==> src/rtl/sdr_ta_pkg.sv <==
package sdr_ta_pkg;

  typedef enum logic [1:0] {
    CMD_NOP   = 2'b00,
    CMD_READ  = 2'b01,
    CMD_WRITE = 2'b10
  } sdr_cmd_e;

  // Beats in one burst for a 2-bit length code.
  function automatic int unsigned burst_beats(input logic [1:0] code);
    return 32'd1 << code;
  endfunction

  // Truncation is worth it only when data runs past acceptance + 2.
  function automatic logic tail_needs_mask(input int unsigned tail,
                                           input int unsigned beats);
    return (beats > 1) && (tail > 3);
  endfunction

  // Cycles from acceptance to WRITE issue, given the pending read tail
  // (number of data cycles left, counting the accept cycle).
  function automatic int unsigned tail_to_delay(input int unsigned tail,
                                                input int unsigned beats,
                                                input logic        gap);
    int unsigned g;
    g = gap ? 32'd1 : 32'd0;
    if (tail == 0) return 32'd1;
    if (tail_needs_mask(tail, beats)) return 32'd3 + g;
    return tail + g;
  endfunction

endpackage

==> src/rtl/sdr_ta_rdtrack.sv <==
module sdr_ta_rdtrack #(
  parameter int CNT_W = 4
) (
  input  logic             clk,
  input  logic             rst_n,
  input  logic             rd_fire,
  input  logic             wr_issue,
  input  logic [CNT_W-1:0] rd_len,
  output logic [CNT_W-1:0] tail,
  output logic             rd_busy
);
  logic [CNT_W-1:0] tail_q;

  always_ff @(posedge clk) begin
    if (!rst_n)                  tail_q <= '0;
    else if (rd_fire)            tail_q <= rd_len;
    else if (wr_issue)           tail_q <= '0;
    else if (tail_q != '0)       tail_q <= tail_q - 1'b1;
  end

  assign tail    = tail_q;
  assign rd_busy = (tail_q != '0);
endmodule

==> src/rtl/sdr_ta_wrsched.sv <==
module sdr_ta_wrsched #(
  parameter int CNT_W = 4
) (
  input  logic             clk,
  input  logic             rst_n,
  input  logic             wr_fire,
  input  logic [CNT_W-1:0] delay,
  input  logic             mask_req,
  output logic             pend,
  output logic             wr_issue,
  output logic             dqm_next
);
  logic [CNT_W-1:0] cnt_q;
  logic             pend_q;
  logic             mask_q;
  logic             direct;

  assign direct   = wr_fire && (delay <= CNT_W'(1));
  assign wr_issue = direct || (pend_q && (cnt_q == '0));
  assign dqm_next = (wr_fire && !direct) ? mask_req :
                    (pend_q && (cnt_q != '0)) ? mask_q : 1'b0;
  assign pend     = pend_q;

  always_ff @(posedge clk) begin
    if (!rst_n) begin
      pend_q <= 1'b0;
      cnt_q  <= '0;
      mask_q <= 1'b0;
    end else if (wr_fire && !direct) begin
      pend_q <= 1'b1;
      cnt_q  <= delay - CNT_W'(2);
      mask_q <= mask_req;
    end else if (pend_q) begin
      if (cnt_q == '0) pend_q <= 1'b0;
      else             cnt_q  <= cnt_q - 1'b1;
    end
  end
endmodule

==> src/rtl/sdr_ta_oewin.sv <==
module sdr_ta_oewin #(
  parameter int CNT_W = 4
) (
  input  logic             clk,
  input  logic             rst_n,
  input  logic             wr_issue,
  input  logic [CNT_W-1:0] beats,
  output logic             oe,
  output logic             near_idle
);
  logic [CNT_W-1:0] left_q;

  always_ff @(posedge clk) begin
    if (!rst_n)              left_q <= '0;
    else if (wr_issue)       left_q <= beats;
    else if (left_q != '0)   left_q <= left_q - 1'b1;
  end

  assign oe        = (left_q != '0);
  assign near_idle = (left_q <= CNT_W'(1));
endmodule

==> src/rtl/sdr_turnaround.sv <==
module sdr_turnaround
  import sdr_ta_pkg::*;
#(
  parameter int CAS_LAT = 3,
  parameter int BANK_W  = 2,
  parameter int COL_W   = 9
) (
  input  logic              clk,
  input  logic              rst_n,
  input  logic              req_valid,
  input  logic              req_write,
  input  logic [BANK_W-1:0] req_bank,
  input  logic [COL_W-1:0]  req_col,
  input  logic [1:0]        cfg_burst,
  input  logic              cfg_extra_nop,
  output logic              req_ready,
  output logic [1:0]        cmd_out,
  output logic [BANK_W-1:0] bank_out,
  output logic [COL_W-1:0]  col_out,
  output logic              dqm_out,
  output logic              dq_oe
);
  localparam int MAX_BEATS = 8;
  localparam int CNT_W     = $clog2(CAS_LAT + MAX_BEATS + 4);

  // Named internal events
  logic             accept, rd_fire, wr_fire;
  logic [CNT_W-1:0] beats, rd_len, rd_tail, wr_delay;
  logic             rd_busy, wr_mask, wr_pend, wr_issue, dqm_next;
  logic             oe_near_idle;

  sdr_cmd_e          cmd_q;
  logic [BANK_W-1:0] bank_q, wbank_q;
  logic [COL_W-1:0]  col_q, wcol_q;
  logic              dqm_q;

  assign accept   = req_valid && req_ready;
  assign rd_fire  = accept && !req_write;
  assign wr_fire  = accept && req_write;
  assign beats    = CNT_W'(burst_beats(cfg_burst));
  assign rd_len   = CNT_W'(CAS_LAT) + beats;
  assign wr_delay = CNT_W'(tail_to_delay(32'(rd_tail), burst_beats(cfg_burst), cfg_extra_nop));
  assign wr_mask  = tail_needs_mask(32'(rd_tail), burst_beats(cfg_burst));

  sdr_ta_rdtrack #(.CNT_W(CNT_W)) u_rdtrack (
    .clk(clk), .rst_n(rst_n), .rd_fire(rd_fire), .wr_issue(wr_issue),
    .rd_len(rd_len), .tail(rd_tail), .rd_busy(rd_busy)
  );

  sdr_ta_wrsched #(.CNT_W(CNT_W)) u_wrsched (
    .clk(clk), .rst_n(rst_n), .wr_fire(wr_fire), .delay(wr_delay),
    .mask_req(wr_mask), .pend(wr_pend), .wr_issue(wr_issue), .dqm_next(dqm_next)
  );

  sdr_ta_oewin #(.CNT_W(CNT_W)) u_oewin (
    .clk(clk), .rst_n(rst_n), .wr_issue(wr_issue), .beats(beats),
    .oe(dq_oe), .near_idle(oe_near_idle)
  );

  assign req_ready = !wr_pend && oe_near_idle;

  always_ff @(posedge clk) begin
    if (!rst_n) begin
      cmd_q   <= CMD_NOP;
      bank_q  <= '0;
      col_q   <= '0;
      wbank_q <= '0;
      wcol_q  <= '0;
      dqm_q   <= 1'b0;
    end else begin
      dqm_q <= dqm_next;
      if (wr_fire) begin
        wbank_q <= req_bank;
        wcol_q  <= req_col;
      end
      if (rd_fire) begin
        cmd_q  <= CMD_READ;
        bank_q <= req_bank;
        col_q  <= req_col;
      end else if (wr_issue) begin
        cmd_q  <= CMD_WRITE;
        bank_q <= wr_fire ? req_bank : wbank_q;
        col_q  <= wr_fire ? req_col  : wcol_q;
      end else begin
        cmd_q  <= CMD_NOP;
      end
    end
  end

  assign cmd_out  = cmd_q;
  assign bank_out = bank_q;
  assign col_out  = col_q;
  assign dqm_out  = dqm_q;
endmodule

==> config.mk <==
export PLATFORM = sky130hd
export DESIGN_NAME = sdr_turnaround
export DESIGN_NICKNAME = d
export VERILOG_FILES = /design/src/rtl/sdr_ta_pkg.sv /design/src/rtl/sdr_ta_rdtrack.sv /design/src/rtl/sdr_ta_wrsched.sv /design/src/rtl/sdr_ta_oewin.sv /design/src/rtl/sdr_turnaround.sv
export SDC_FILE = /design/constraint.sdc
export NUM_CORES = 1
export LEC_CHECK = 0
export BUFFER_PORTS_ARGS = -buffer_cell sky130_fd_sc_hd__buf_2
export CAP_MARGIN = 20
export CELL_PAD_IN_SITES_DETAIL_PLACEMENT = 2
export CELL_PAD_IN_SITES_GLOBAL_PLACEMENT = 2
export CORE_MARGIN = 1
export CORE_UTILIZATION = 30
export DETAILED_ROUTE_END_ITERATION = 10
export HOLD_SLACK_MARGIN = 0.06
export PLACE_DENSITY_LB_ADDON = 0.1
export RECOVER_POWER = 50
export SETUP_SLACK_MARGIN = 0.5
export SLEW_MARGIN = 20
export SYNTH_ARGS = -nofsm -noshare
export SYNTH_HDL_FRONTEND = slang
export SYNTH_SLANG_ARGS = --single-unit
==> constraint.sdc <==
create_clock -name clk -period 2.29 [get_ports clk]
set_input_delay 0.1145 -clock clk [delete_from_list [all_inputs] [get_ports clk]]
set_output_delay 0.1145 -clock clk [all_outputs]
set_load 0.05 [all_outputs]
* Yosys cells after proc, flatten, opt, wreduce, memory -nomap -nowiden
Cells that the tools add are included.
** Word-level totals
- Latch bits :: 0
- Bits in writable memories :: 0
- Output and inout port bits :: 16
- Bits of input ports :: 18
- Memories kept :: 0
- Register bits :: 39
- Word-level logic and storage cells :: 79
- ROM bits :: 0
** Operators by class
- Div/mod/pow operators :: 0
- Multiplexer cells :: 29
- Add/subtract/negate cells :: 7
- Multipliers :: 0
- Magnitude comparators :: 4
- Equal/unequal tests :: 1
- Bitwise operators :: 1
- Reduce and logical (&&, ||, !) cells :: 24
- Shift-type cells :: 1
** Operators with widths (count)
- $mux W4 :: 10
- $gt A32 B1 Y1 const B :: 1
- $shl A1 B2 Y32 const A :: 1
- $mux W9 :: 3
- $reduce_bool A4 Y1 :: 3
- $sub A4 B1 Y4 const B :: 3
- $mux W1 :: 11
- $logic_and A1 B1 Y1 :: 9
- $le A4 B1 Y1 const B :: 2
- $logic_not A4 Y1 :: 2
- $mux W2 :: 4
- $reduce_bool A2 Y1 :: 3
- $add A2 B4 Y4 const A :: 1
- $add A4 B1 Y4 :: 1
- $gt A4 B2 Y1 const B :: 1
- $sub A4 B2 Y4 const B :: 1
- $add A2 B1 Y3 const A :: 1
- $logic_not A1 Y1 :: 3
- $mux W3 :: 1
- $reduce_bool A3 Y1 :: 1
- $ne A2 B1 Y1 const B :: 1
- $reduce_and A2 Y1 :: 1
- $reduce_or A2 Y1 :: 1
- $logic_or A1 B1 Y1 :: 1
- $not A1 Y1 :: 1

* Longest topological paths before layout
Gate-level depths: netlist of the first run.
- Word-level depth :: 13
- Mapped depth :: 9
- Gate-level depth less buffers :: 9

* Hierarchy
Synthesis of the first run repeated with hierarchy kept, for this count alone.
** Unflattened totals
- Cells, all modules :: 235
- Area total of the unflattened synthesis :: 2145.8 um2
** Modules (own cells, without submodules)
- sdr_turnaround :: sequential area each 500.5 um2, instances 1, area each 1278.7 um2, cells each 132
- sdr_ta_wrsched :: sequential area each 120.1 um2, instances 1, area each 376.6 um2, cells each 47
- sdr_ta_oewin :: sequential area each 80.1 um2, instances 1, area each 259.0 um2, cells each 27
- sdr_ta_rdtrack :: sequential area each 80.1 um2, instances 1, area each 231.5 um2, cells each 29

* Least setup slack after synthesis of the first run
No wires, ideal clock.
- Kind :: register to register
- Start :: reg u_rdtrack.tail_q[0] (netlist: u_rdtrack.tail[0])
- End :: reg u_wrsched.cnt_q[3]
- Setup time :: 0.086 ns
- Clock period less this slack :: 2.448 ns
- Cell stages (with the launch flop) :: 9
- Setup slack :: -0.158 ns
- Data required time :: 2.204 ns
- Data arrival time :: 2.363 ns
- Path buffers :: 0
- Cell sequence :: dfxtp_1 > ha_1 > ha_1 > nor4b_1 > a31oi_4 > ha_1 > or4_1 > and3_1 > a211oi_1
** Between the ends
- Word-level cells in the longest chain between the ends :: 12
- Elaborated cells between the ends (all ways) :: 20
- Those cells by class :: add/sub (2); order compare (2); eq/ne (1); mux (8); reduce/logical (7)
** RTL lines
- from (decl) :: line sdr_ta_rdtrack.sv:12 : logic [CNT_W-1:0] tail_q;
- from (signal assigned) :: line sdr_ta_rdtrack.sv:16 : else if (rd_fire) tail_q <= rd_len;
- from (signal assigned) :: line sdr_ta_rdtrack.sv:18 : else if (tail_q != '0) tail_q <= tail_q - 1'b1;
- $gt A4 B2 Y1 :: line sdr_ta_pkg.sv:17 : return (beats > 1) && (tail > 3);
- $logic_and A1 B1 Y1 :: line sdr_ta_pkg.sv:17
- $mux W1 (2 in a row) :: line sdr_ta_pkg.sv:28 : if (tail_needs_mask(tail, beats)) return 32'd3 + g;
- $mux W4 :: line sdr_ta_pkg.sv:29 : return tail + g;
- $mux W4 * :: line sdr_ta_pkg.sv:28
- $le A4 B1 Y1 :: line sdr_ta_wrsched.sv:18 : assign direct = wr_fire && (delay <= CNT_W'(1));
- $logic_and A1 B1 Y1 :: line sdr_ta_wrsched.sv:18
- $logic_not A1 Y1 :: line sdr_ta_wrsched.sv:29 : end else if (wr_fire && !direct) begin
- $logic_and A1 B1 Y1 :: line sdr_ta_wrsched.sv:29
- $ne A2 B1 Y1 (no source line) or $reduce_bool A2 Y1 (tied branches)
- $reduce_and A2 Y1 (no source line)
- to (signal assigned) :: line sdr_ta_wrsched.sv:31 : cnt_q <= delay - CNT_W'(2);
- to (signal assigned) :: line sdr_ta_wrsched.sv:35 : else cnt_q <= cnt_q - 1'b1;
- to (decl) :: line sdr_ta_wrsched.sv:13 : logic [CNT_W-1:0] cnt_q;
Every way passes the cells marked *; elsewhere a longest branch is shown, timed or not. The select of a mux whose other input is x is not followed.
A chain may end at the register's enable or synchronous reset.

* Worst setup path after layout of the first run
Ends and elaborated chain as after synthesis.

==> impl_metrics.sql, run 1 <==
INSERT INTO impl_metrics (metric_group, metric, value, unit) VALUES
('run_status', 'status', 'finished with violations', ''),
('run_status', 'violations_in_the_final_reports', 'design-rule violations', ''),
('power_and_ir_drop', 'power_frac_seq', '0.244', ''),
('yosys', 'synthesis.area_per_instance', '8.851', 'sq um'),
('placed_design', 'placed_cell_area', '2445', 'sq um'),
('floorplan', 'die_height', '84.20', 'um'),
('power_and_ir_drop', 'power.share.combinational', '0.636', ''),
('route', 'highest-signal-layer', 'met4', ''),
('power_and_ir_drop', 'max-vdd-ir-drop', '0.9683', 'mV'),
('timing', 'post_route_skew', '0.007273', 'ns'),
('placed_design', 'pre_cts_slack', '-0.06119', 'ns'),
('yosys', 'netlist_area', '2027', 'sq um'),
('worst_setup_path', 'cp_num_buf_inv', '0', ''),
('timing', 'final_worst_path_cycle_share', '0.9570', ''),
('yosys', 'ys.warnings.count', '0', ''),
('grt', 'grt_first_pass_wirelength', '11.10', 'mm'),
('timing', 'final.setup.worst_slack', '0.09856', 'ns'),
('clocking', 'maximum_buffer_depth_of_the_clock_tree', '2', ''),
('timing', 'fmax', '456.3', 'MHz'),
('route', 'routedLengthMet1', '3.416', 'mm'),
('yosys', 'async_reset_ff_frac', '0', ''),
('grt', 'largest_net_degree_at_the_start_of_global_routing', '25', ''),
('final_layout', 'final_design_area_no_fill', '2904', 'sq um'),
('power_and_ir_drop', 'pwr_density_cell', '1388', 'nW/um^2'),
('timing', 'timing.final.hold_violations', '0', ''),
('worst_setup_path', 'worst_setup_path_end_kind', 'flop', ''),
('job', 'max_cap_violations', '0', ''),
('timing', 'unrepaired_setup_endpoints_after_global_routing', 'yes', ''),
('worst_hold_path', 'timing.hold.worst.class', 'in -> reg', ''),
('yosys', 'synthesis.instances', '229', ''),
('route', 'detail_route.vias_per_cell', '5.351', ''),
('worst_setup_path', 'critical_path_arrival', '2.42', 'ns'),
('yosys', 'register_bit_count_reported_by_yosys', '39', ''),
('floorplan', 'initial_core_util', '0.3156', ''),
('final_layout', 'area_growth', '43.27', '%'),
('power_and_ir_drop', 'power_frac_clock', '0.120', ''),
('final_layout', 'n_antenna_cell', '0', ''),
('worst_setup_path', 'crit_path_frequent_cell', 'sky130_fd_sc_hd__ha_4', ''),
('yosys', 'synth_commonest_cells', 'sky130_fd_sc_hd__dfxtp_1 (39), sky130_fd_sc_hd__nand2_1 (34), sky130_fd_sc_hd__a21oi_1 (21)', ''),
('timing', 'totalNegativeSetupSlack', '0', 'ns'),
('clocking', 'cts_tree', 'built', ''),
('clocking', 'tritoncts_num_sinks', '39', ''),
('route', 'detail-route-antenna-nets', '0', ''),
('worst_setup_path', 'critical_path_peak_fanout', '4', ''),
('power_and_ir_drop', 'cellLeakagePower', '1.156', 'nW'),
('yosys', 'sequential_area_share_after_synthesis', '0.3852', ''),
('final_layout', 'final_layout_size_suffix_gt1_frac', '0.3311', ''),
('grt', 'number_of_global_route_vias_before_repair', '2134', ''),
('worst_setup_path', 'timing.setup.critical_path_class', 'reg -> reg', ''),
('route', 'iteration_count_of_the_initial_detailed_routing_pass', '7', ''),
('clocking', 'worst_setup_hold_path_clk_slew', '0.09', 'ns'),
('yosys', 'post_synth_num_cell_types', '43', ''),
('power_and_ir_drop', 'power.share.switching', '0.4622', ''),
('yosys', 'synth_fp_nets', '256', ''),
('route', 'wl_met2', '3.577', 'mm'),
('yosys', 'netlist.area_leader.share', '0.3852', ''),
('timing', 'minimum_period_implied_by_the_final_worst_setup_slack', '2.191', 'ns'),
('floorplan', 'die_width', '84.20', 'um'),
('placed_design', 'routabilityCongestion', '0.7764', ''),
('grt', 'number_of_antenna_violations_at_the_first_check_in_global_routing', '0', ''),
('timing', 'timing.final.setup_violations', '0', ''),
('worst_setup_path', 'crit_path_start_kind', 'flop', ''),
('power_and_ir_drop', 'total_internal_power', '2.167', 'mW'),
('route', 'route.detailed.drc', '4', ''),
('timing', 'worst_slew_pin_slew', '0.6288', 'ns'),
('timing', 'worst_max_slew_margin_expressed_relative_to_the_limit', '0.5826', ''),
('worst_setup_path', 'cpLargestDelayFamily', 'simple AND/OR/NAND/NOR gates', ''),
('grt', 'grt.overflow.total', '0', ''),
('yosys', 'synth.area.top_cells', 'sky130_fd_sc_hd__dfxtp_1 (39%), sky130_fd_sc_hd__nand2_1 (6.3%), sky130_fd_sc_hd__ha_1 (5.6%), sky130_fd_sc_hd__a221o_1 (5.4%), sky130_fd_sc_hd__a21oi_1 (5.2%)', ''),
('floorplan', 'die_area', '7089', 'sq um'),
('clocking', 'clk-insertion-delay-late', '0.30', 'ns');
## flip-flops by register name, summed over array words and instances (netlist names), 2 cells and up
register / cells
col_out: 9
wcol_q: 9
u_oewin.left_q: 4
u_rdtrack.tail: 4
u_wrsched.cnt_q: 4
bank_out: 2
cmd_out: 2
wbank_q: 2
## path summary, 6_finish.rpt
kind / from / endpoint / cells past startpoint
min: req_col[6] / col_out[6] / 2
max: u_rdtrack.tail[0] / u_wrsched.cnt_q[3] / 9
max reg2reg: u_rdtrack.tail[0] / u_wrsched.cnt_q[3] / 9
min reg2reg: wcol_q[2] / wcol_q[2] / 2
## cell families after synthesis
logic type / synth area share
compound gates: 0.2568
xor+xnor: 0.03457
fa+ha+maj: 0.05556
buf+inv: 0.04506
flops: 0.3852
simple gates: 0.2229
## through the flow
step	util	std cells	total power [mW]	hold WS (ns)
final	0.4522	382	4.030	0.06954
after global routing	0.4522	382	4.290	0.08002
after CTS	0.4339	374	3.809	0.06178
after detailed placement	0.3807	348	2.994	0.3626
after global placement	0.3807	348	2.965	0.3560
after floorplan	-	229	2.366	0.1869
## final cells by class
type	instances	area, sq um	area share
flip-flops and latches	39	788.3	0.2714
clock buffers	6	72.57	0.02499
repair buffers	81	575.6	0.1982
well taps	77	96.34	0.03318
inverters	7	26.28	0.009048
clock inverters	2	11.26	0.003878
multi-input cells	170	1334	0.4593
## power groups by stage
stage	registers (mW)	clock network (mW)	logic, mW
after floorplan	1.15	0	1.22
after global placement	0.999	0	1.97
after detailed placement	1.00	0	1.99
after CTS	0.990	0.499	2.32
after global routing	1.01	0.526	2.76
final	0.984	0.482	2.56
## layer usage
layer  GRT usage  vias up
met3     0.03736        9
met4     0.05486        0
met1      0.2724     1013
met5           0        -
li1            -      989
met2      0.3323       33
## cells in the final DEF, fill, tap and decap left out, types with 3 or more instances in the layout
master	n
sky130_fd_sc_hd__a211oi_1	5
sky130_fd_sc_hd__nand3_1	9
sky130_fd_sc_hd__buf_6	10
sky130_fd_sc_hd__dfxtp_1	37
sky130_fd_sc_hd__buf_2	18
sky130_fd_sc_hd__xnor2_1	5
sky130_fd_sc_hd__ha_1	5
sky130_fd_sc_hd__nand2_1	32
sky130_fd_sc_hd__clkbuf_1	17
sky130_fd_sc_hd__buf_4	27
sky130_fd_sc_hd__clkbuf_8	5
sky130_fd_sc_hd__and3_1	14
sky130_fd_sc_hd__o21ai_0	5
sky130_fd_sc_hd__a21oi_1	17
sky130_fd_sc_hd__inv_1	7
sky130_fd_sc_hd__nor2_1	6
sky130_fd_sc_hd__xor2_1	3
sky130_fd_sc_hd__o211ai_1	4
sky130_fd_sc_hd__a221o_1	11
sky130_fd_sc_hd__dlygate4sd3_1	9
## timing repair
action                     4_1_cts  5_1_grt
setup endpoints to repair       26       39
pin swaps                       12        7
buffers inserted                10        6
resized for setup               22       22
gates cloned                     0        1
hold buffers                     8        1
hold endpoints to repair        11        1
Note: power is estimated with default switching activity, not from simulation.
==> inputs of run 2 (changes only) <==
--- a/config.mk
+++ b/config.mk
@@ -5,7 +5,7 @@
 export SDC_FILE = /design/constraint.sdc
 export NUM_CORES = 1
 export LEC_CHECK = 0
-export BUFFER_PORTS_ARGS = -buffer_cell sky130_fd_sc_hd__buf_2
+export BUFFER_PORTS_ARGS = -buffer_cell sky130_fd_sc_hd__buf_4
 export CAP_MARGIN = 20
 export CELL_PAD_IN_SITES_DETAIL_PLACEMENT = 2
 export CELL_PAD_IN_SITES_GLOBAL_PLACEMENT = 2
==> run 2 against run 1 <==
  * The flow still finishes with violations (design-rule violations)
  * Combinational power is essentially flat
  * Critical path type unchanged
  * Hold slack better by 0.098 ns
  * Sequential power up 0.5%
  * Non-clock buffer count is 5 lower
  * Flip-flop and latch count unchanged
  * Final area rose by 1.2%
  * Cell count decreased by 1.0%
  * Critical path depth shrank 2
==> impl_metrics.sql, run 2 (same netlist as run 1, synthesis figures left out) <==
INSERT INTO impl_metrics (metric_group, metric, value, unit) VALUES
('final_layout', 'most_common_library_cell_in_the_layout_ignoring_fill_and_taps', 'sky130_fd_sc_hd__dfxtp_1', ''),
('power_and_ir_drop', 'power.share.combinational', '0.622', ''),
('final_layout', 'layout.cells.non_filler', '378', ''),
('route', 'first_iter_violations', '75', ''),
('timing', 'fmax', '446.7', 'MHz'),
('floorplan', 'die_area', '7089', 'sq um'),
('timing', 'timing.final.hold_violations', '0', ''),
('final_layout', 'final_layout_size_suffix_gt1_frac', '0.3056', ''),
('grt', 'number_of_global_route_vias_before_repair', '2255', ''),
('grt', 'grt.overflow.total', '0', ''),
('placed_design', 'port_buf_inserts', '33', ''),
('power_and_ir_drop', 'power_frac_clock', '0.136', ''),
('worst_hold_path', 'timing.hold.worst.class', 'in -> reg', ''),
('timing', 'final_worst_path_cycle_share', '0.9775', ''),
('timing', 'minimum_period_implied_by_the_final_worst_setup_slack', '2.239', 'ns'),
('clocking', 'clk-insertion-delay-late', '0.29', 'ns'),
('final_layout', 'post-route-util', '0.4574', ''),
('final_layout', 'design.final.nets', '327', ''),
('clocking', 'worst_setup_hold_path_clk_slew', '0.09', 'ns'),
('clocking', 'cts_buffers', '5', ''),
('grt', 'largest_net_degree_at_the_start_of_global_routing', '26', ''),
('clocking', 'tritoncts_num_sinks', '39', ''),
('floorplan', 'std_cell_rows', '29', ''),
('clocking', 'clock_tree.htree_level_count', '2', ''),
('clocking', 'cts_tree', 'built', ''),
('worst_setup_path', 'worst_setup_path_end_kind', 'flop', ''),
('grt', 'grt_use_total', '0.2247', ''),
('timing', 'post_route_skew', '0.005379', 'ns'),
('route', 'via_count', '2072', ''),
('final_layout', 'final.fill_count', '715', ''),
('final_layout', 'most-common-layout-cells', 'sky130_fd_sc_hd__dfxtp_1 (37), sky130_fd_sc_hd__buf_4 (35), sky130_fd_sc_hd__nand2_1 (33)', ''),
('power_and_ir_drop', 'total_internal_power', '2.185', 'mW'),
('timing', 'worst_slew_pin_slew', '0.6182', 'ns'),
('grt', 'grt_first_pass_wirelength', '12.31', 'mm'),
('grt', 'number_of_antenna_violations_at_the_first_check_in_global_routing', '0', ''),
('power_and_ir_drop', 'power_frac_seq', '0.242', ''),
('floorplan', 'initial_core_util', '0.3156', ''),
('timing', 'unrepaired_setup_endpoints_after_global_routing', 'yes', ''),
('route', 'post_route_wl', '7.652', 'mm'),
('power_and_ir_drop', 'report.power.total', '4.088', 'mW'),
('final_layout', 'n_antenna_cell', '0', ''),
('final_layout', 'area_growth', '44.94', '%'),
('route', 'iteration_count_of_the_initial_detailed_routing_pass', '7', ''),
('route', 'detail-route-antenna-nets', '0', ''),
('power_and_ir_drop', 'max-vdd-ir-drop', '0.8025', 'mV'),
('timing', 'fin_worst_hold_slack', '0.1677', 'ns'),
('power_and_ir_drop', 'power.share.switching', '0.4655', ''),
('power_and_ir_drop', 'pwr_density_cell', '1391', 'nW/um^2'),
('timing', 'drv_slew', '0', ''),
('floorplan', 'die_height', '84.20', 'um'),
('route', 'route.detailed.drc', '4', ''),
('timing', 'worst_max_slew_margin_expressed_relative_to_the_limit', '0.5896', ''),
('floorplan', 'die_width', '84.20', 'um'),
('run_status', 'status', 'finished with violations', ''),
('clocking', 'cts-root-buf', 'sky130_fd_sc_hd__clkbuf_8', ''),
('worst_setup_path', 'crit_path_start_kind', 'flop', ''),
('timing', 'timing.final.setup_violations', '0', ''),
('worst_setup_path', 'critical_path_peak_fanout', '5', ''),
('power_and_ir_drop', 'power.net_switching', '1.903', 'mW'),
('route', 'route.detailed.wl_per_inst', '20.24', 'um'),
('placed_design', 'place.detailed.instances', '347', ''),
('clocking', 'maximum_buffer_depth_of_the_clock_tree', '2', ''),
('job', 'max_cap_violations', '0', ''),
('placed_design', 'dp_hpwl', '4.926', 'mm'),
('worst_setup_path', 'critical_path_arrival', '2.42', 'ns'),
('run_status', 'violations_in_the_final_reports', 'design-rule violations', ''),
('route', 'detail_route.vias_per_cell', '5.481', ''),
('worst_setup_path', 'req_time_crit_path', '2.47', 'ns'),
('floorplan', 'io-pin-count', '34', ''),
('floorplan', 'placeableCoreArea', '6422', 'sq um'),
('power_and_ir_drop', 'cellLeakagePower', '1.153', 'nW'),
('placed_design', 'routabilityCongestion', '0.8018', ''),
('worst_setup_path', 'timing.setup.critical_path_class', 'reg -> reg', '');
-- run 2: cell count changes in the layout (fill, tap and decap cells not counted), moves of 2 or more --
| cell | before | now |
|---|---|---|
| sky130_fd_sc_hd__dlygate4sd3_1 | 9 | 12 |
| sky130_fd_sc_hd__buf_4 | 27 | 35 |
| sky130_fd_sc_hd__buf_6 | 10 | 12 |
| sky130_fd_sc_hd__buf_2 | 18 | 0 |
-- run 2: routing by layer --
metal  vias up  track usage  wire length (um)
met5         -            0                 0
met4         0      0.05956               104
met3        10      0.03147               154
met2        35       0.3793              3801
met1      1046       0.3020              3591
li1        981            -                 -
-- run 2: area by class of cell --
type	count	area [sq um]	area share
multi-input cells	171	1338	0.4553
flip-flops and latches	39	788.3	0.2683
repair buffers	76	581.8	0.1980
well taps	77	96.34	0.03279
clock buffers	6	93.84	0.03194
inverters	7	26.28	0.008944
clock inverters	2	13.76	0.004685
-- run 2: path summary, 6_finish.rpt --
kind	depth (start not counted)	start	endpoint	slack, ns
setup reg to reg	7	u_rdtrack.tail[0]	col_out[7]	0.05
setup / recovery	7	u_rdtrack.tail[0]	col_out[7]	0.05
hold reg to reg	2	wcol_q[2]	wcol_q[2]	0.46
hold / removal	3	cfg_burst[1]	u_rdtrack.tail[1]	0.17
-- run 2: power by group through the flow --
stage / Clock, mW / Combinational (mW) / Sequential, mW
floorplan: 0 / 1.22 / 1.15
global placement: 0 / 2.04 / 0.996
detailed placement: 0 / 2.09 / 1.00
CTS: 0.570 / 2.50 / 0.990
global route: 0.596 / 2.74 / 1.01
finish: 0.558 / 2.54 / 0.989
-- run 2: critical path, cell delays in order (launching register included) --
cell and delay (ns):
sky130_fd_sc_hd__dfxtp_4 0.37, sky130_fd_sc_hd__ha_4 0.17, sky130_fd_sc_hd__ha_4 0.23, sky130_fd_sc_hd__or3_4 0.33, sky130_fd_sc_hd__a31oi_4 0.24, sky130_fd_sc_hd__a21boi_2 0.13
sky130_fd_sc_hd__o211a_2 0.33, sky130_fd_sc_hd__a221o_1 0.33
-- run 2: what timing repair did --
item	CTS	global route
gates resized for setup	41	4
buffers inserted	8	1
gates cloned	2	0
setup endpoints to repair	26	39
pin swaps	13	2
hold buffers	11	1
hold endpoints to repair	11	1
-- run 2: stage by stage --
step / setup TNS [ns] / setup WS (ns) / area, sq um
2_1_floorplan: 0 / 0.03441 / 2083
3_3_place_gp: 0 / 0.02246 / 2520
3_5_place_dp: -0.09403 / -0.08491 / 2520
4_1_cts: 0 / 0.09563 / 2968
5_1_grt: -0.04159 / -0.02204 / 2938
6_report: 0 / 0.05149 / 2938
==> inputs of run 3 (changes only) <==
--- a/config.mk
+++ b/config.mk
@@ -13,6 +13,7 @@
 export CORE_UTILIZATION = 30
 export DETAILED_ROUTE_END_ITERATION = 10
 export HOLD_SLACK_MARGIN = 0.06
+export MAX_ROUTING_LAYER = met4
 export PLACE_DENSITY_LB_ADDON = 0.1
 export RECOVER_POWER = 50
 export SETUP_SLACK_MARGIN = 0.5
==> run 3 against run 2 <==
  * The run still ends with design-rule violations left
  * Register-to-register slack hardly changed
  * Sequential share of layout area stayed put
  * Core utilization stayed put
  * Combinational power hardly changed
  * Total power is 0.13% higher
  * Critical path type unchanged
  * Critical endpoint is now u_wrsched.cnt_q[3]
  * Highest routed layer unchanged
==> impl_metrics.sql, run 3 (same netlist as run 1, synthesis figures left out) <==
INSERT INTO impl_metrics (metric_group, metric, value, unit) VALUES
('worst_setup_path', 'crit_path_frequent_cell', 'sky130_fd_sc_hd__ha_4', ''),
('floorplan', 'die_height', '84.20', 'um'),
('floorplan', 'io-pin-count', '34', ''),
('route', 'route.detailed.wl_per_inst', '20.27', 'um'),
('final_layout', 'area_growth', '44.94', '%'),
('route', 'route.detailed.drc', '4', ''),
('timing', 'final.setup.worst_slack', '0.06101', 'ns'),
('timing', 'final_worst_path_cycle_share', '0.9734', ''),
('worst_setup_path', 'critical_path_peak_fanout', '5', ''),
('power_and_ir_drop', 'total_internal_power', '2.186', 'mW'),
('floorplan', 'initial_core_util', '0.3156', ''),
('placed_design', 'placed_cell_area', '2520', 'sq um'),
('placed_design', 'routabilityCongestion', '0.8134', ''),
('floorplan', 'std_cell_rows', '29', ''),
('worst_setup_path', 'req_time_crit_path', '2.51', 'ns'),
('timing', 'timing.final.hold_violations', '0', ''),
('clocking', 'cts-root-buf', 'sky130_fd_sc_hd__clkbuf_8', ''),
('final_layout', 'n_antenna_cell', '0', ''),
('final_layout', 'final_layout_size_suffix_gt1_frac', '0.3056', ''),
('route', 'detail_route.vias_per_cell', '5.455', ''),
('run_status', 'status', 'finished with violations', ''),
('power_and_ir_drop', 'power.share.switching', '0.4660', ''),
('power_and_ir_drop', 'cellLeakagePower', '1.153', 'nW'),
('clocking', 'tritoncts_num_sinks', '39', ''),
('timing', 'minimum_period_implied_by_the_final_worst_setup_slack', '2.229', 'ns'),
('worst_setup_path', 'cp_num_buf_inv', '0', ''),
('route', 'detail-route-antenna-nets', '0', ''),
('timing', 'post_route_skew', '0.004321', 'ns'),
('floorplan', 'die_area', '7089', 'sq um'),
('placed_design', 'dp_hpwl', '4.926', 'mm'),
('power_and_ir_drop', 'power.share.combinational', '0.621', ''),
('final_layout', 'most_common_library_cell_in_the_layout_ignoring_fill_and_taps', 'sky130_fd_sc_hd__dfxtp_1', ''),
('timing', 'worst_slew_pin_slew', '0.6183', 'ns'),
('placed_design', 'place.detailed.instances', '347', ''),
('grt', 'largest_net_degree_at_the_start_of_global_routing', '26', ''),
('floorplan', 'placeableCoreArea', '6422', 'sq um'),
('worst_setup_path', 'ff2ff_path_depth', '8', ''),
('final_layout', 'final_design_area_no_fill', '2938', 'sq um'),
('clocking', 'clk-insertion-delay-late', '0.30', 'ns'),
('placed_design', 'port_buf_inserts', '33', ''),
('power_and_ir_drop', 'report.power.total', '4.093', 'mW'),
('clocking', 'maximum_buffer_depth_of_the_clock_tree', '2', ''),
('worst_hold_path', 'timing.hold.worst.class', 'in -> reg', ''),
('power_and_ir_drop', 'power_frac_clock', '0.137', ''),
('final_layout', 'design.final.nets', '327', ''),
('floorplan', 'die_width', '84.20', 'um'),
('power_and_ir_drop', 'pwr_density_cell', '1393', 'nW/um^2'),
('worst_setup_path', 'timing.setup.critical_path_class', 'reg -> reg', ''),
('route', 'via_count', '2062', ''),
('timing', 'timing.final.setup_violations', '0', ''),
('clocking', 'clock_tree.htree_level_count', '2', ''),
('clocking', 'worst_setup_hold_path_clk_slew', '0.09', 'ns'),
('route', 'iteration_count_of_the_initial_detailed_routing_pass', '7', ''),
('placed_design', 'pre_cts_slack', '-0.08491', 'ns'),
('power_and_ir_drop', 'max-vdd-ir-drop', '0.8044', 'mV'),
('grt', 'number_of_antenna_violations_at_the_first_check_in_global_routing', '0', ''),
('route', 'post_route_wl', '7.663', 'mm'),
('worst_setup_path', 'worst_setup_path_end_kind', 'flop', ''),
('timing', 'fmax', '448.6', 'MHz'),
('worst_hold_path', 'worstHoldPathCells', '3', ''),
('grt', 'grt_use_total', '0.2317', ''),
('worst_setup_path', 'timing.critical_path.depth', '8', ''),
('power_and_ir_drop', 'power.net_switching', '1.907', 'mW'),
('clocking', 'cts_tree', 'built', ''),
('grt', 'number_of_global_route_vias_before_repair', '2253', ''),
('grt', 'grt_first_pass_wirelength', '12.30', 'mm'),
('timing', 'unrepaired_setup_endpoints_after_global_routing', 'yes', ''),
('final_layout', 'layout.cells.non_filler', '378', ''),
('power_and_ir_drop', 'power_frac_seq', '0.241', ''),
('worst_setup_path', 'timing.critical_path.cells', 'ha_4 -> ha_4 -> nor4b_4 -> a31oi_4 -> ha_4 -> or4_1 -> and3_1 -> a211oi_2', ''),
('grt', 'grt.overflow.total', '0', ''),
('route', 'first_iter_violations', '105', ''),
('clocking', 'cts_buffers', '5', ''),
('worst_setup_path', 'cpLargestDelayFamily', 'simple AND/OR/NAND/NOR gates', ''),
('run_status', 'violations_in_the_final_reports', 'design-rule violations', ''),
('worst_setup_path', 'crit_path_start_kind', 'flop', ''),
('timing', 'drv_slew', '0', ''),
('timing', 'worst_max_slew_margin_expressed_relative_to_the_limit', '0.5896', ''),
('worst_setup_path', 'critical_path_arrival', '2.45', 'ns'),
('final_layout', 'most-common-layout-cells', 'sky130_fd_sc_hd__dfxtp_1 (37), sky130_fd_sc_hd__buf_4 (35), sky130_fd_sc_hd__nand2_1 (33)', ''),
('job', 'max_cap_violations', '0', ''),
('worst_setup_path', 'cp_slowest_stage_delay', '0.47', 'ns'),
('worst_setup_path', 'crit_slowest_cell', 'sky130_fd_sc_hd__or4_1', '');
run 3: cell counts in the layout (fill, tap and decap cells not counted):
Identical to the previous run, type by type.
run 3: power by group through the flow:
stage,Clock [mW],Combinational (mW),Sequential (mW)
2_1_floorplan,0,1.22,1.15
3_3_place_gp,0,2.04,0.996
3_5_place_dp,0,2.09,1.00
4_1_cts,0.570,2.50,0.990
5_1_grt,0.598,2.74,1.01
6_report,0.562,2.54,0.988
run 3: through the flow:
| stage | setup TNS [ns] | utilization | hold WS (ns) |
|---|---|---|---|
| 2_1_floorplan | 0 | - | 0.1869 |
| 3_3_place_gp | 0 | 0.3924 | 0.3422 |
| 3_5_place_dp | -0.09403 | 0.3924 | 0.3404 |
| 4_1_cts | 0 | 0.4621 | 0.06505 |
| 5_1_grt | -0.03899 | 0.4574 | 0.1863 |
| 6_report | 0 | 0.4574 | 0.1678 |
run 3: tightest hold or removal path, cell delays in order:
cell and delay (ns):
sky130_fd_sc_hd__buf_4 0.17, sky130_fd_sc_hd__nand2_1 0.07, sky130_fd_sc_hd__a21oi_1 0.07
run 3: layout make-up:
type / instances / area, sq um
Sequential cell: 39 / 788.3
Clock buffer: 6 / 93.84
Fill cell: 715 / 3485
Tap cell: 77 / 96.34
Multi-Input combinational cell: 171 / 1338
Inverter: 7 / 26.28
Clock inverter: 2 / 13.76
Timing Repair Buffer: 76 / 581.8
run 3: final timing paths:
check | from | end | slack [ns]
worst min register to register | wcol_q[2] | wcol_q[2] | 0.46
worst max register to register | u_rdtrack.tail[0] | u_wrsched.cnt_q[3] | 0.06
worst min-delay path | cfg_burst[1] | u_rdtrack.tail[1] | 0.17
worst max-delay path | u_rdtrack.tail[0] | u_wrsched.cnt_q[3] | 0.06
run 3: per-layer routing:
layer | vias to the layer above | track usage | part of all wire
li1 | 981 | - | -
met1 | 1041 | 0.3026 | 0.47
met2 | 28 | 0.3778 | 0.49
met3 | 12 | 0.03245 | 0.018
met4 | 0 | 0.05956 | 0.015
met5 | - | - | 0
run 3: what timing repair did:
item	CTS	global route
setup endpoints to repair	26	39
gates resized for setup	41	4
endpoints found under the hold margin	11	1
hold buffers	11	1
cloned	2	0
pin swaps	13	2
buffers inserted	8	1
